--- src/rtl/mbox_pkg.sv ---
package mbox_pkg;
  typedef enum logic [1:0] {
    SEL_STAT = 2'd0,
    SEL_PUSH = 2'd1,
    SEL_POP  = 2'd2
  } sel_e;

  localparam int unsigned ST_VALID = 0;
  localparam int unsigned ST_READY = 1;
  localparam int unsigned ST_WOF   = 2;
  localparam int unsigned ST_RUF   = 3;

  typedef enum logic [1:0] {
    RK_ZERO = 2'd0,
    RK_STAT = 2'd1,
    RK_DATA = 2'd2
  } rkind_e;
endpackage

--- src/rtl/mbox_fifo.sv ---
module mbox_fifo #(
  parameter int unsigned WIDTH = 32,
  parameter int unsigned DEPTH = 8
) (
  input  logic             clk,
  input  logic             rst,
  input  logic             push,
  input  logic [WIDTH-1:0] push_data,
  input  logic             pop,
  output logic [WIDTH-1:0] pop_data,
  output logic             full,
  output logic             nonempty,
  output logic             push_drop,
  output logic             pop_miss
);
  localparam int unsigned AW = (DEPTH > 1) ? $clog2(DEPTH) : 1;
  localparam int unsigned CW = $clog2(DEPTH + 1);
  localparam logic [AW-1:0] LAST = AW'(DEPTH - 1);
  localparam logic [CW-1:0] CMAX = CW'(DEPTH);

  logic [WIDTH-1:0] mem [DEPTH];
  logic [AW-1:0]    wr_ptr, rd_ptr;
  logic [CW-1:0]    count;
  logic [WIDTH-1:0] out_q;
  logic             pop_ok, push_ok;

  assign full      = (count == CMAX);
  assign nonempty  = (count != '0);
  assign pop_ok    = pop && nonempty;
  assign push_ok   = push && (!full || pop_ok);
  assign push_drop = push && !push_ok;
  assign pop_miss  = pop && !pop_ok;
  assign pop_data  = out_q;

  always_ff @(posedge clk) begin
    if (push_ok) mem[wr_ptr] <= push_data;
    if (pop_ok)  out_q <= mem[rd_ptr];
    if (rst) out_q <= '0;
  end

  always_ff @(posedge clk) begin
    if (rst) begin
      wr_ptr <= '0;
      rd_ptr <= '0;
      count  <= '0;
    end else begin
      if (push_ok) wr_ptr <= (wr_ptr == LAST) ? '0 : wr_ptr + 1'b1;
      if (pop_ok)  rd_ptr <= (rd_ptr == LAST) ? '0 : rd_ptr + 1'b1;
      case ({push_ok, pop_ok})
        2'b10:   count <= count + 1'b1;
        2'b01:   count <= count - 1'b1;
        default: count <= count;
      endcase
    end
  end

  p_count_bound_r2: assert property (@(posedge clk) disable iff (rst)
    count <= CMAX);
  p_drop_keeps_r5: assert property (@(posedge clk) disable iff (rst)
    (push && full && !pop) |=> $stable(count));
  p_same_cycle_r9: assert property (@(posedge clk) disable iff (rst)
    (push && pop && nonempty) |=> $stable(count));
endmodule

--- src/rtl/mbox_core_port.sv ---
module mbox_core_port
  import mbox_pkg::*;
#(
  parameter int unsigned WIDTH = 32
) (
  input  logic             clk,
  input  logic             rst,
  input  logic [1:0]       sel,
  input  logic             wr,
  input  logic             rd,
  input  logic [WIDTH-1:0] wdata,
  input  logic             tx_full,
  input  logic             tx_drop,
  input  logic             rx_nonempty,
  input  logic             rx_miss,
  input  logic [WIDTH-1:0] rx_data,
  output logic             push,
  output logic [WIDTH-1:0] push_data,
  output logic             pop,
  output logic [WIDTH-1:0] rdata,
  output logic             irq
);
  logic             wof_q, ruf_q;
  logic             clr;
  logic [3:0]       stat_now;
  logic [3:0]       stat_q;
  rkind_e           kind_q;

  assign push      = wr && (sel == SEL_PUSH);
  assign push_data = wdata;
  assign pop       = rd && (sel == SEL_POP);
  assign clr       = wr && (sel == SEL_STAT);

  always_comb begin
    stat_now = '0;
    stat_now[ST_VALID] = rx_nonempty;
    stat_now[ST_READY] = !tx_full;
    stat_now[ST_WOF]   = wof_q;
    stat_now[ST_RUF]   = ruf_q;
  end

  always_ff @(posedge clk) begin
    if (rst) begin
      wof_q  <= 1'b0;
      ruf_q  <= 1'b0;
      stat_q <= '0;
      kind_q <= RK_ZERO;
    end else begin
      if (tx_drop)  wof_q <= 1'b1;
      else if (clr) wof_q <= 1'b0;
      if (rx_miss)  ruf_q <= 1'b1;
      else if (clr) ruf_q <= 1'b0;
      kind_q <= RK_ZERO;
      if (rd && sel == SEL_STAT) begin
        kind_q <= RK_STAT;
        stat_q <= stat_now;
      end else if (pop && !rx_miss) begin
        kind_q <= RK_DATA;
      end
    end
  end

  always_comb begin
    unique case (kind_q)
      RK_STAT: rdata = {{(WIDTH-4){1'b0}}, stat_q};
      RK_DATA: rdata = rx_data;
      default: rdata = '0;
    endcase
  end

  assign irq = rx_nonempty | wof_q | ruf_q;

  p_underflow_zero_r7: assert property (@(posedge clk) disable iff (rst)
    (pop && rx_miss) |=> (rdata == '0) && ruf_q);
  p_wof_sticky_r5: assert property (@(posedge clk) disable iff (rst)
    (wof_q && !clr) |=> wof_q);
  p_clear_r8: assert property (@(posedge clk) disable iff (rst)
    clr |=> (!wof_q && !ruf_q));
  p_irq_err_r4: assert property (@(posedge clk) disable iff (rst)
    (tx_drop || rx_miss) |=> irq);
endmodule

--- src/rtl/mbox_pair_top.sv ---
module mbox_pair_top #(
  parameter int unsigned WIDTH = 32,
  parameter int unsigned DEPTH = 8
) (
  input  logic             clk,
  input  logic             rst,
  input  logic [1:0]       c0_sel,
  input  logic             c0_wr,
  input  logic             c0_rd,
  input  logic [WIDTH-1:0] c0_wdata,
  output logic [WIDTH-1:0] c0_rdata,
  output logic             c0_irq,
  input  logic [1:0]       c1_sel,
  input  logic             c1_wr,
  input  logic             c1_rd,
  input  logic [WIDTH-1:0] c1_wdata,
  output logic [WIDTH-1:0] c1_rdata,
  output logic             c1_irq
);
  localparam int unsigned NCORE = 2;

  logic [1:0]       sel_a   [NCORE];
  logic             wr_a    [NCORE];
  logic             rd_a    [NCORE];
  logic [WIDTH-1:0] wdata_a [NCORE];
  logic [WIDTH-1:0] rdata_a [NCORE];
  logic             irq_a   [NCORE];

  // Queue q is written by core q and drained by the other core.
  logic             q_push  [NCORE];
  logic [WIDTH-1:0] q_pdata [NCORE];
  logic             q_pop   [NCORE];
  logic [WIDTH-1:0] q_odata [NCORE];
  logic             q_full  [NCORE];
  logic             q_ne    [NCORE];
  logic             q_drop  [NCORE];
  logic             q_miss  [NCORE];

  assign sel_a[0] = c0_sel;  assign sel_a[1] = c1_sel;
  assign wr_a[0]  = c0_wr;   assign wr_a[1]  = c1_wr;
  assign rd_a[0]  = c0_rd;   assign rd_a[1]  = c1_rd;
  assign wdata_a[0] = c0_wdata;
  assign wdata_a[1] = c1_wdata;
  assign c0_rdata = rdata_a[0];
  assign c1_rdata = rdata_a[1];
  assign c0_irq   = irq_a[0];
  assign c1_irq   = irq_a[1];

  for (genvar i = 0; i < NCORE; i++) begin : g_core
    localparam int unsigned PEER = NCORE - 1 - i;

    mbox_fifo #(.WIDTH(WIDTH), .DEPTH(DEPTH)) u_q (
      .clk       (clk),
      .rst       (rst),
      .push      (q_push[i]),
      .push_data (q_pdata[i]),
      .pop       (q_pop[i]),
      .pop_data  (q_odata[i]),
      .full      (q_full[i]),
      .nonempty  (q_ne[i]),
      .push_drop (q_drop[i]),
      .pop_miss  (q_miss[i])
    );

    mbox_core_port #(.WIDTH(WIDTH)) u_port (
      .clk         (clk),
      .rst         (rst),
      .sel         (sel_a[i]),
      .wr          (wr_a[i]),
      .rd          (rd_a[i]),
      .wdata       (wdata_a[i]),
      .tx_full     (q_full[i]),
      .tx_drop     (q_drop[i]),
      .rx_nonempty (q_ne[PEER]),
      .rx_miss     (q_miss[PEER]),
      .rx_data     (q_odata[PEER]),
      .push        (q_push[i]),
      .push_data   (q_pdata[i]),
      .pop         (q_pop[PEER]),
      .rdata       (rdata_a[i]),
      .irq         (irq_a[i])
    );
  end
endmodule

--- config.mk ---
export PLATFORM = sky130hd
export DESIGN_NAME = mbox_pair_top
export DESIGN_NICKNAME = d
export VERILOG_FILES = /design/src/rtl/mbox_pkg.sv /design/src/rtl/mbox_fifo.sv /design/src/rtl/mbox_core_port.sv /design/src/rtl/mbox_pair_top.sv
export SDC_FILE = /design/constraint.sdc
export NUM_CORES = 1
export LEC_CHECK = 0
export ABC_AREA = 1
export CAP_MARGIN = 10
export CORE_UTILIZATION = 50
export DETAILED_ROUTE_END_ITERATION = 10
export DONT_BUFFER_PORTS = 1
export SETUP_SLACK_MARGIN = 0.15
export SKIP_LAST_GASP = 1
export SLEW_MARGIN = 40
export SYNTH_ARGS = -nofsm -noshare
export SYNTH_HDL_FRONTEND = slang
export SYNTH_SLANG_ARGS = --single-unit
export TNS_END_PERCENT = 20
--- constraint.sdc ---
create_clock -name clk -period 6 [get_ports clk]
set_input_delay 0.6 -clock clk [delete_from_list [all_inputs] [get_ports clk]]
set_output_delay 0.6 -clock clk [all_outputs]
set_load 0.005 [all_outputs]
==> results of run 1 <==
==> per-layer routing <==
metal / vias to the layer above / global-route usage (%) / share of wire (%)
li1: 7538 / - / -
met1: 7528 / 28.0 / 42
met2: 351 / 38.9 / 50
met3: 110 / 4.92 / 5.3
met4: 0 / 7.55 / 2.6
met5: - / 0 / 0
==> synthesized netlist by cell type, types with 18 or more instances <==
master / count
ha_1: 18
o21ai_1: 55
a21oi_1: 77
dfxtp_1: 100
clkbuf_1: 52
o211ai_1: 114
buf_2: 53
o21ai_0: 172
nand2_1: 290
nand3_1: 155
edfxtp_1: 512
nor2_1: 303
inv_1: 216
==> stage by stage <==
| step | setup WS [ps] | cell area, um2 | power [mW] | hold WS, ps | instances |
|---|---|---|---|---|---|
| final | 3270 | 27400 | 8.86 | 85.0 | 2884 |
| after global routing | 3130 | 27400 | 9.15 | 54.0 | 2884 |
| after CTS | 3230 | 27400 | 8.94 | 49.0 | 2884 |
| after detailed placement | 3130 | 25400 | 5.15 | 458 | 2765 |
| after global placement | 3220 | 25400 | 5.14 | 449 | 2764 |
| after floorplan | 1300 | 24800 | 5.06 | 445 | 2196 |
==> layout make-up <==
type,instances,area [um2]
multi-input combinational,1233,6060
tap,664,831
timing repair buffer,34,283
sequential,612,17400
fill,4112,21500
clock inverter,18,110
inverter,222,841
clock buffer,101,1910
==> cells in the final DEF, fill, tap and decap left out, types with 29 or more instances in the layout <==
| cell | netlist | routed |
|---|---|---|
| o21ai_1 | 55 | 55 |
| inv_1 | 216 | 212 |
| edfxtp_1 | 512 | 512 |
| a21oi_1 | 77 | 77 |
| o211ai_1 | 114 | 114 |
| dfxtp_1 | 100 | 98 |
| buf_4 | 12 | 29 |
| nand2_1 | 290 | 290 |
| clkbuf_16 | 0 | 69 |
| o21ai_0 | 172 | 172 |
| nor2_1 | 303 | 303 |
| nand3_1 | 155 | 155 |
==> power groups by stage <==
stage	logic, mW	clock network, mW	registers, mW
finish	0.361	3.81	4.70
global route	0.410	4.04	4.70
CTS	0.367	3.88	4.70
detailed placement	0.366	0	4.78
global placement	0.353	0	4.79
floorplan	0.294	0	4.77
==> worst reg2reg max path, stage by stage (launching register included) <==
cell	delay, ps
dfxtp_1	830
clkinv_2	590
buf_6	480
nor2_1	240
o21ai_0	90
nand3_1	120
nand2_1	90
a21oi_2	110
==> sequential cells by signal, summed over array words and instances (netlist names) <==
name and count:
g_core.u_q.wr_ptr 6, g_core.u_port.wof_q 2, g_core.u_q.rd_ptr 6, g_core.u_q.mem 512
g_core.u_port.ruf_q 2, g_core.u_q.pop_data 64, g_core.u_port.stat_q 8, g_core.u_q.count 8
g_core.u_port.kind_q 4
==> worst min path at each step <==
stage | startpoint | to | slack [ps]
finish | rst | g_core[0].u_port.ruf_q$_SDFFE_PP0P_ | 80
global route | rst | g_core[0].u_q.wr_ptr[0]$_SDFFE_PP0P_ | 50
CTS | rst | g_core[0].u_q.rd_ptr[1]$_SDFFE_PP0P_ | 50
detailed placement | g_core[0].u_port.wof_q$_SDFFE_PP0P_ | g_core[0].u_port.wof_q$_SDFFE_PP0P_ | 460
global placement | g_core[0].u_port.wof_q$_SDFFE_PP0P_ | g_core[0].u_port.wof_q$_SDFFE_PP0P_ | 450
floorplan | g_core[0].u_port.ruf_q$_SDFFE_PP0P_ | g_core[0].u_port.ruf_q$_SDFFE_PP0P_ | 440
==> cells by family (layout without fill, tap and decap cells) <==
logic type	Yosys count	count (layout)	share of synthesized area, %
AOI/OAI and AO/OA	435	435	10.2
xor gates and xnor gates	5	5	0.177
adders and majority gates	19	19	0.988
buffers and inverters	351	375	5.88
DFF	612	612	70.0
and+or+nand+nor	774	774	12.7
==> flow_metrics.py, run 1 <==
metrics = {
    "clock_network": {
        "clk-insertion-delay-late_ps": 580,
        "clkTransAtPathRegs_ps": 60,
        "postCtsResizedCells": 0,
        "cts-root-to-sink-buffers": 3,
        "h-tree-depth": 3,
        "numCtsBuffers": 66,
        "tritoncts": "built",
        "cts-root-buf": "clkbuf_16",
        "clock-sinks": 612,
        "cts.hold.buffers_added": 0,
        "postCtsSetupBuffers": 0,
    },
    "pwr": {
        "total_leakage_power_nw": 9.94,
        "peakVddDrop_uv": 442,
        "internal_power_mw": 7.00,
        "power_density_mw_per_mm2": 323,
        "power_frac_clock_pct": 43.0,
        "switchingPower_mw": 1.86,
        "sw_frac_of_total_pct": 21.0,
        "power_frac_comb_pct": 4.1,
        "power_frac_seq_pct": 53.0,
    },
    "setup_path": {
        "r2r_end": "g_core[0].u_q.pop_data[8]$_SDFFE_PP0P_",
        "worst_ep_arrival_time_ps": 2130,
        "r2r-start": "g_core[0].u_q.rd_ptr[1]$_SDFFE_PP0P_",
        "worstPathBufferInverterCount": 2,
        "cp.required_ps": 5400,
        "ff2ff_path_depth": 7,
        "setup.reg_to_reg.worst_slack_ps": 3390,
        "cp-start-kind": "register",
        "critical_path.endpoint": "c1_rdata[2]",
        "cell_by_cell_trace_of_the_critical_path": "inv_1, ha_1, buf_4, nand2_1, a21oi_1",
        "largest_stage_delay_on_the_critical_path_ps": 380,
        "worstSetupPathType": "reg2out",
        "critical_path.top_delay_family": "buffers and inverters",
        "worst-path-stages": 5,
        "critical_path.slowest_cell": "buf_4",
        "end_kind": "output port",
        "worstSetupStartpoint": "g_core[1].u_port.kind_q[0]$_SDFF_PP0_",
        "worst-path-max-fanout": 22,
    },
    "hold_path": {
        "hold_depth": 1,
        "hold_class": "in2reg",
    },
    "synthesis": {
        "synth_top_area_share_pct": 62.0,
        "syn_inst": 2196,
        "syn-mean-instance-area_um2": 11.3,
        "async_flop_share_pct": 0,
        "post_synth_instance_area_mm2": 0.0248,
        "post_synth_main_area_contributors": "edfxtp_1 62%, dfxtp_1 8.1%, nor2_1 4.6%",
        "post-synth-top-area-cell": "edfxtp_1",
        "yosysWarnings": 0,
        "synth_cell_types": 30,
        "synth-edff-count": 512,
        "synth_ff_type": "edfxtp_1",
        "synth-seq-cells": 612,
        "synthesis.nets": 2289,
        "synth_sequential_area_ratio_pct": 70.0,
    },
    "sta": {
        "totalNegativeSetupSlack_ps": 0,
        "worst-slew-pin-transition_ps": 838,
        "grt_setup_unrepaired": "no",
        "setup_violators_final": 0,
        "finClkSkew_ps": 16.5,
        "final.period_utilization_pct": 45.5,
        "clock.fmax_ghz": 0.366,
        "period_minus_ws_final_ps": 2730,
        "finalMaxSlewViolations": 0,
        "worst_slew_margin_rel_pct": 44.2,
        "finalHoldViolations": 0,
    },
    "global_routing": {
        "grt_pass1_wl_mm": 86.2,
        "globalRoute.totalOverflow": 0,
        "grt_antenna_before_repair": 0,
        "grtUsageTotal_pct": 22.5,
        "grt_max_degree": 103,
        "first_global_vias": 15142,
    },
    "final_layout": {
        "final_core_util_pct": 56.0,
        "antenna_diode_count": 0,
        "area_delta_synth_final_pct": 10.5,
        "layout-drive-gt1-share_pct": 7.57,
        "final_nets": 2262,
    },
    "die": {
        "placementRows": 81,
        "core_mm2": 0.0490,
        "floorplan.io_pins": 140,
        "chipWidth_um": 225,
        "die_h_um": 225,
        "initial_core_util_pct": 50.7,
        "die-area_mm2": 0.0505,
    },
    "run": {
        "max_cap_violations": 0,
    },
    "detailed_routing": {
        "drt-total-wl_mm": 55.8,
        "drt-pass1-iter-count": 5,
        "final_antenna_violating_net_count": 0,
        "route.vias.total": 15527,
        "detail_route.vias_per_cell": 5.38,
        "first_iter_violations": 1106,
        "drc": 0,
        "avgRoutedWirePerCell_um": 19.4,
    },
    "place": {
        "gp_congestion": 0.777,
        "place_hpwl_mm": 30.2,
        "port_buffers": 0,
    },
    "outcome": {
        "outcome": "finished clean",
    },
}
(Power assumes the default switching activity.)
==> run 2: changes to the inputs <==
--- a/config.mk
+++ b/config.mk
@@ -5,11 +5,12 @@
 export SDC_FILE = /design/constraint.sdc
 export NUM_CORES = 1
 export LEC_CHECK = 0
-export ABC_AREA = 1
+export ABC_AREA = 0
 export CAP_MARGIN = 10
 export CORE_UTILIZATION = 50
 export DETAILED_ROUTE_END_ITERATION = 10
 export DONT_BUFFER_PORTS = 1
+export PLACE_DENSITY = 0.68
 export SETUP_SLACK_MARGIN = 0.15
 export SKIP_LAST_GASP = 1
 export SLEW_MARGIN = 40
==> constraint.sdc (replaced) <==
create_clock -name clk -period 2.26 [get_ports clk]
set_input_delay 0.226 -clock clk [delete_from_list [all_inputs] [get_ports clk]]
set_output_delay 0.226 -clock clk [all_outputs]
set_load 0.005 [all_outputs]
==> run 2 against run 1 <==
Compared with the run above: the flow now finishes with violations (negative hold slack, negative setup slack); register-to-register slack worse by 3500 ps; global-route usage down 1.8 points; largest cell class unchanged; critical path depth up 6; critical path type is now reg2reg; worst setup slack worse by 3300 ps.
==> flow_metrics.py, run 2 <==
metrics = {
    "place": {
        "place_hpwl_mm": 25.9,
        "port_buffers": 0,
        "placed_area_mm2": 0.0249,
        "gp_congestion": 0.764,
        "place.detailed.instances": 1853,
    },
    "synthesis": {
        "synth-seq-cells": 612,
        "syn_inst": 1257,
        "synth_cell_types": 47,
        "synth_top_cells_by_count": "512 x edfxtp_1, 128 x mux4_2, 100 x dfxtp_1",
        "post-synth-top-area-cell": "edfxtp_1",
        "syn-mean-instance-area_um2": 18.7,
        "synth-edff-count": 512,
        "async_flop_share_pct": 0,
        "synth_top_area_share_pct": 65.4,
        "post_synth_instance_area_mm2": 0.0235,
        "synthesis.nets": 1350,
        "post_synth_main_area_contributors": "edfxtp_1 65%, mux4_2 12%, dfxtp_1 8.5%",
        "yosysMostFrequentCell": "edfxtp_1",
        "synth_ff_type": "edfxtp_1",
        "yosysWarnings": 0,
        "synth_sequential_area_ratio_pct": 73.9,
    },
    "die": {
        "initial_core_util_pct": 50.6,
        "die_h_um": 219,
        "die-area_mm2": 0.0479,
        "chipWidth_um": 219,
        "floorplan.io_pins": 140,
        "placementRows": 79,
        "core_mm2": 0.0465,
    },
    "hold_path": {
        "hold_class": "in2reg",
        "hold_depth": 1,
    },
    "setup_path": {
        "worstPathBufferInverterCount": 3,
        "worst_ep_arrival_time_ps": 2850,
        "cp-start-kind": "register",
        "critical_path.top_delay_family": "simple AND/OR/NAND/NOR gates",
        "worst-path-max-fanout": 3,
        "worstSetupPathType": "reg2reg",
        "worst-path-stages": 11,
        "critPathMostFrequentCell": "a21oi_2",
        "cell_by_cell_trace_of_the_critical_path": "nor4b_4, a21oi_2, inv_4, ha_4, buf_6, ha_4, nand3_4, buf_6, a21oi_2, or4_4, a21oi_2",
        "cp.required_ps": 2790,
        "ff2ff_path_depth": 11,
        "critical_path.slowest_cell": "or4_4",
        "largest_stage_delay_on_the_critical_path_ps": 520,
        "end_kind": "register",
    },
    "sta": {
        "grt_setup_unrepaired": "yes",
        "layout_setup_ws_ps": -65.8,
        "finalMaxSlewViolations": 0,
        "finalHoldViolations": 76,
        "final.period_utilization_pct": 103,
        "worst-slew-pin-transition_ps": 587,
        "worst_slew_margin_rel_pct": 60.8,
        "finClkSkew_ps": 22.8,
        "period_minus_ws_final_ps": 2330,
        "hold_ws_ps": -311,
        "clock.fmax_ghz": 0.430,
        "setup_violators_final": 1,
    },
    "final_layout": {
        "fill_cells": 3359,
        "largest_register": "g_core.u_q.mem",
        "final_core_util_pct": 60.3,
        "layout.cells.most_common_list": "512 x edfxtp_1, 128 x mux4_2, 96 x nor2_1",
        "largest_reg_flops": 512,
        "instances_no_fill": 2069,
        "most_frequent_standard_cell_in_the_layout_excluding_fill_and_tap_cells": "edfxtp_1",
        "area_delta_synth_final_pct": 19.2,
        "final_nets": 1502,
        "final_design_area_no_fill_mm2": 0.0280,
        "layout-drive-gt1-share_pct": 26.6,
    },
    "pwr": {
        "power_frac_clock_pct": 43.6,
        "power_frac_comb_pct": 2.8,
        "peakVddDrop_uv": 738,
        "internal_power_mw": 18.6,
        "total_power_mw": 23.0,
        "switchingPower_mw": 4.50,
        "power_density_mw_per_mm2": 823,
        "total_leakage_power_nw": 8.90,
        "sw_frac_of_total_pct": 19.5,
        "power_frac_seq_pct": 53.6,
    },
    "detailed_routing": {
        "avgRoutedWirePerCell_um": 23.6,
        "first_iter_violations": 816,
        "route.vias.total": 11997,
        "drt-total-wl_mm": 48.8,
        "drt-pass1-iter-count": 5,
        "final_antenna_violating_net_count": 0,
        "detail_route.vias_per_cell": 5.80,
        "drc": 0,
    },
    "clock_network": {
        "tritoncts": "built",
        "clkTransAtPathRegs_ps": 60,
        "clk-insertion-delay-late_ps": 620,
        "cts-root-to-sink-buffers": 3,
        "numCtsBuffers": 60,
        "cts.hold.buffers_added": 93,
        "clock-sinks": 612,
        "cts-root-buf": "clkbuf_16",
        "h-tree-depth": 2,
    },
    "global_routing": {
        "grt_max_degree": 101,
        "grtUsageTotal_pct": 20.7,
        "first_global_vias": 12227,
        "grt_pass1_wl_mm": 73.6,
        "grt_antenna_before_repair": 4,
        "globalRoute.totalOverflow": 0,
    },
    "run": {
        "max_cap_violations": 0,
    },
    "outcome": {
        "violations": "negative hold slack, negative setup slack",
        "outcome": "finished with violations",
    },
}
## run 2: cell count changes in the layout (fill, tap and decap cells not counted), sizes merged, moves of 128 or more
cell   previous run  this run
nand2           292        19
o21ai           227         6
nor2            305       100
nand3           157         5
inv             221        14
mux4              0       128
## run 2: per-layer routing
| metal | vias to the layer above | global-route usage, % | routed length (um) | part of all wire (%) |
|---|---|---|---|---|
| met3 | 66 | 3.58 | 2520 | 5.2 |
| met1 | 6286 | 28.8 | 21100 | 43 |
| met4 | 4 | 6.50 | 954 | 2.0 |
| li1 | 5345 | - | - | - |
| met5 | - | 0 | 27 | 0.055 |
| met2 | 296 | 33.6 | 24200 | 50 |
## run 2: cell families after synthesis
kind of cell               synth area share [%]
adders and majority gates                  1.04
AOI/OAI and AO/OA                          3.00
and+or+nand+nor                            7.47
xor gates and xnor gates                  0.186
buffers and inverters                      1.82
DFF                                        73.9
muxes                                      12.6
## run 2: power groups by stage
stage | sequential (mW) | combinational (mW) | clock (mW)
2_1_floorplan | 12.6 | 0.331 | 0
5_1_grt | 12.4 | 0.700 | 10.6
3_5_place_dp | 12.6 | 0.400 | 0
4_1_cts | 12.3 | 0.642 | 10.3
6_report | 12.3 | 0.643 | 10.1
3_3_place_gp | 12.6 | 0.393 | 0
## run 2: path summary, 6_finish.rpt
path | startpoint | end | slack [ps]
setup reg to reg | g_core[0].u_q.count[2]$_SDFFE_PP0P_ | g_core[0].u_q.count[3]$_SDFFE_PP0P_ | -70
hold / removal | rst | g_core[0].u_q.pop_data[21]$_SDFFE_PP0P_ | -310
setup / recovery | g_core[0].u_q.count[2]$_SDFFE_PP0P_ | g_core[0].u_q.count[3]$_SDFFE_PP0P_ | -70
hold reg to reg | g_core[0].u_q.pop_data[9]$_SDFFE_PP0P_ | g_core[0].u_q.pop_data[9]$_SDFFE_PP0P_ | 490
## run 2: through the flow
step           setup slack (ps)  setup TNS, ps
2_1_floorplan              -182         -22050
3_3_place_gp               34.6              0
3_5_place_dp              -81.7          -81.7
4_1_cts                   -32.6          -69.3
5_1_grt                    -115           -339
6_report                  -65.8          -65.8
## run 2: area by class of cell
| cell class | count | area, um2 | area share [%] |
|---|---|---|---|
| clock buffers | 90 | 1730 | 6.16 |
| clock inverters | 23 | 283 | 1.01 |
| multi-input cells | 563 | 6050 | 21.6 |
| inverters | 13 | 51.3 | 0.183 |
| repair buffers | 159 | 1750 | 6.23 |
| diodes | 2 | 5.00 | 0.0179 |
| well taps | 607 | 759 | 2.71 |
| flip-flops and latches | 612 | 17400 | 62.1 |
## run 2: repair_timing
| action | CTS | global route |
|---|---|---|
| gates resized for setup | 12 | 10 |
| buffers inserted | 5 | 3 |
| hold endpoints to repair | 612 | 76 |
| pin swaps | 9 | 10 |
| setup endpoints to repair | 5 | 12 |
==> run 3: changes to the inputs <==
--- a/config.mk
+++ b/config.mk
@@ -7,6 +7,7 @@
 export LEC_CHECK = 0
 export ABC_AREA = 0
 export CAP_MARGIN = 10
+export CORE_ASPECT_RATIO = 1.75
 export CORE_UTILIZATION = 50
 export DETAILED_ROUTE_END_ITERATION = 10
 export DONT_BUFFER_PORTS = 1
@@ -16,5 +17,6 @@
 export SLEW_MARGIN = 40
 export SYNTH_ARGS = -nofsm -noshare
 export SYNTH_HDL_FRONTEND = slang
+export SYNTH_HIERARCHICAL = 1
 export SYNTH_SLANG_ARGS = --single-unit
 export TNS_END_PERCENT = 20
==> run 3 against run 2 <==
Compared with the run above: via count rose by 1.9%; cell count grew 0.97%; flip-flop and latch count unchanged; worst setup slack improved by 200 ps; clock power shrank 14%; hold slack gained 360 ps; sequential power about the same; register-to-register slack better by 200 ps; power is 5.5% lower; the flow now finishes without violations.
==> flow_metrics.py, run 3 <==
metrics = {
    "synthesis": {
        "post_synth_main_area_contributors": "edfxtp_1 63%, mux4_2 12%, dfxtp_1 8.3%",
        "synth_sequential_area_ratio_pct": 71.7,
        "synth-edff-count": 512,
        "syn-mean-instance-area_um2": 17.9,
        "synth_top_cells_by_count": "512 x edfxtp_1, 128 x mux4_2, 100 x dfxtp_1",
        "syn_inst": 1354,
        "synth_top_area_share_pct": 63.4,
        "async_flop_share_pct": 0,
        "post_synth_instance_area_mm2": 0.0242,
        "yosysWarnings": 6,
        "synth_ff_type": "edfxtp_1",
        "synth_cell_types": 49,
        "post-synth-top-area-cell": "edfxtp_1",
        "synth-seq-cells": 612,
        "synthesis.nets": 1446,
        "yosysMostFrequentCell": "edfxtp_1",
    },
    "global_routing": {
        "grt_pass1_wl_mm": 77.6,
        "grtUsageTotal_pct": 21.1,
        "grt_max_degree": 93,
        "globalRoute.totalOverflow": 0,
        "first_global_vias": 12883,
        "grt_antenna_before_repair": 1,
    },
    "sta": {
        "period_minus_ws_final_ps": 2130,
        "grt_setup_unrepaired": "yes",
        "final.period_utilization_pct": 94.2,
        "worst-slew-pin-transition_ps": 784,
        "worst_slew_margin_rel_pct": 47.0,
        "finalHoldViolations": 0,
        "finClkSkew_ps": 28.1,
        "hold_ws_ps": 50.7,
        "clock.fmax_ghz": 0.470,
        "setup_violators_final": 0,
        "finalMaxSlewViolations": 0,
    },
    "clock_network": {
        "cts-root-to-sink-buffers": 3,
        "clkTransAtPathRegs_ps": 60,
        "tritoncts": "built",
        "numCtsBuffers": 53,
        "cts-root-buf": "clkbuf_16",
        "clk-insertion-delay-late_ps": 580,
        "clock-sinks": 612,
        "h-tree-depth": 2,
    },
    "setup_path": {
        "cp.required_ps": 2680,
        "largest_stage_delay_on_the_critical_path_ps": 490,
        "r2r_end": "g_core[0].u_q/count[3]$_SDFFE_PP0P_",
        "cell_by_cell_trace_of_the_critical_path": "buf_6, o41a_4, nand2b_4, inv_2, ha_2, nand3_1, a21oi_1, nand3b_1, a31oi_1",
        "worst-path-max-fanout": 9,
        "worst-path-stages": 9,
        "critical_path.top_delay_family": "compound AO/OA/AOI/OAI gates",
        "critical_path.slowest_cell": "o41a_4",
        "critical_path.endpoint": "g_core[0].u_q/count[3]$_SDFFE_PP0P_",
        "worstSetupPathType": "reg2reg",
        "worst_ep_arrival_time_ps": 2550,
        "r2r-start": "g_core[0].u_q/count[0]$_SDFFE_PP0P_",
        "worstPathBufferInverterCount": 2,
        "end_kind": "register",
        "cp-start-kind": "register",
        "setup.reg_to_reg.worst_slack_ps": 130,
        "ff2ff_path_depth": 9,
        "worstSetupStartpoint": "g_core[0].u_q/count[0]$_SDFFE_PP0P_",
    },
    "detailed_routing": {
        "first_iter_violations": 863,
        "drt-pass1-iter-count": 5,
        "detail_route.vias_per_cell": 5.85,
        "drt-total-wl_mm": 50.8,
        "route.vias.total": 12225,
        "avgRoutedWirePerCell_um": 24.3,
        "final_antenna_violating_net_count": 0,
        "drc": 0,
    },
    "die": {
        "floorplan.io_pins": 140,
        "chipWidth_um": 168,
        "die_h_um": 293,
        "placementRows": 106,
        "initial_core_util_pct": 50.8,
        "core_mm2": 0.0477,
        "die-area_mm2": 0.0494,
    },
    "pwr": {
        "total_power_mw": 21.8,
        "power_density_mw_per_mm2": 779,
        "total_leakage_power_nw": 8.89,
        "peakVddDrop_uv": 684,
    },
    "final_layout": {
        "largest_register": "g_core.u_q/mem",
        "final_core_util_pct": 58.6,
        "layout-drive-gt1-share_pct": 25.3,
        "final_nets": 1541,
        "largest_reg_flops": 512,
        "area_delta_synth_final_pct": 15.4,
        "layout.cells.most_common_list": "512 x edfxtp_1, 128 x mux4_2, 94 x dfxtp_1",
        "most_frequent_standard_cell_in_the_layout_excluding_fill_and_tap_cells": "edfxtp_1",
    },
    "outcome": {
        "outcome": "finished clean",
    },
    "place": {
        "place_hpwl_mm": 31.1,
        "port_buffers": 0,
        "gp_congestion": 0.730,
    },
    "hold_path": {
        "hold_depth": 2,
        "hold_class": "in2reg",
    },
    "run": {
        "max_cap_violations": 0,
    },
}
run 3: changes by cell type in the layout (fill, tap and decap cells not counted), moves of 9 or more:
cell / previous run / this run
nand2b_1: 2 / 20
nor3_1: 18 / 48
buf_4: 39 / 57
nor3_2: 48 / 23
clkbuf_16: 62 / 53
run 3: worst min path at each step:
| stage | startpoint | to |
|---|---|---|
| finish | c1_wr | g_core[1].u_port/ruf_q$_SDFFE_PP0P_ |
| global route | c1_wr | g_core[1].u_port/ruf_q$_SDFFE_PP0P_ |
| CTS | c1_wr | g_core[1].u_port/ruf_q$_SDFFE_PP0P_ |
| detailed placement | rst | g_core[0].u_q/pop_data[16]$_SDFFE_PP0P_ |
| global placement | rst | g_core[0].u_q/pop_data[12]$_SDFFE_PP0P_ |
| floorplan | rst | g_core[0].u_port/stat_q[2]$_SDFFE_PP0P_ |
run 3: what timing repair did:
item | in CTS | in global routing
setup buffers | 5 | 6
hold endpoints to repair | 612 | 0
resized for setup | 22 | 9
pin swaps | 3 | 5
endpoints found under the setup margin | 77 | 57
cloned | 1 | 0
hold buffers | 88 | 0
run 3: power breakdown:
part | total [mW] | switching [mW] | internal, mW | leakage [nW]
combinational | 0.728 | 0.409 | 0.320 | 2.67
sequential | 12.3 | 0.0457 | 12.3 | 5.42
clock | 8.71 | 3.95 | 4.76 | 0.805
total | 21.8 | 4.40 | 17.4 | 8.89
run 3: through the flow:
step	instances	setup TNS (ps)	area, um2	worst slack, ps
final	2089	0	28000	131
after global routing	2088	0	28000	59.3
after CTS	2081	0	27900	89.2
after detailed placement	1888	-51.3	25100	-7.11
after global placement	1879	-2160	25000	-95.0
after floorplan	1354	-45850	24400	-232
run 3: logic make-up (layout without fill, tap and decap cells):
group	after synthesis	in the layout	share of synthesized area [%]
fa+ha+maj	18	18	0.991
compound gates	112	112	3.11
simple gates	316	317	7.45
xor+xnor	6	6	0.217
buf+inv	150	288	4.10
flops	612	612	71.7
other cells	0	2	0
mux	140	140	12.4
run 3: area by class of cell:
class / count / area (um2)
fill: 3504 / 19800
antenna: 2 / 5.00
multi-input combinational: 593 / 6190
clock buffer: 71 / 1410
sequential: 612 / 17400
clock inverter: 28 / 229
tap: 594 / 743
timing repair buffer: 177 / 1930
inverter: 12 / 47.5
run 3: routing by layer:
metal	GRT usage (%)	up-vias	share of wire, %
li1	-	5454	-
met1	23.2	6325	35
met2	40.9	356	57
met3	3.19	90	5.0
met4	7.03	0	2.7
met5	0	-	0
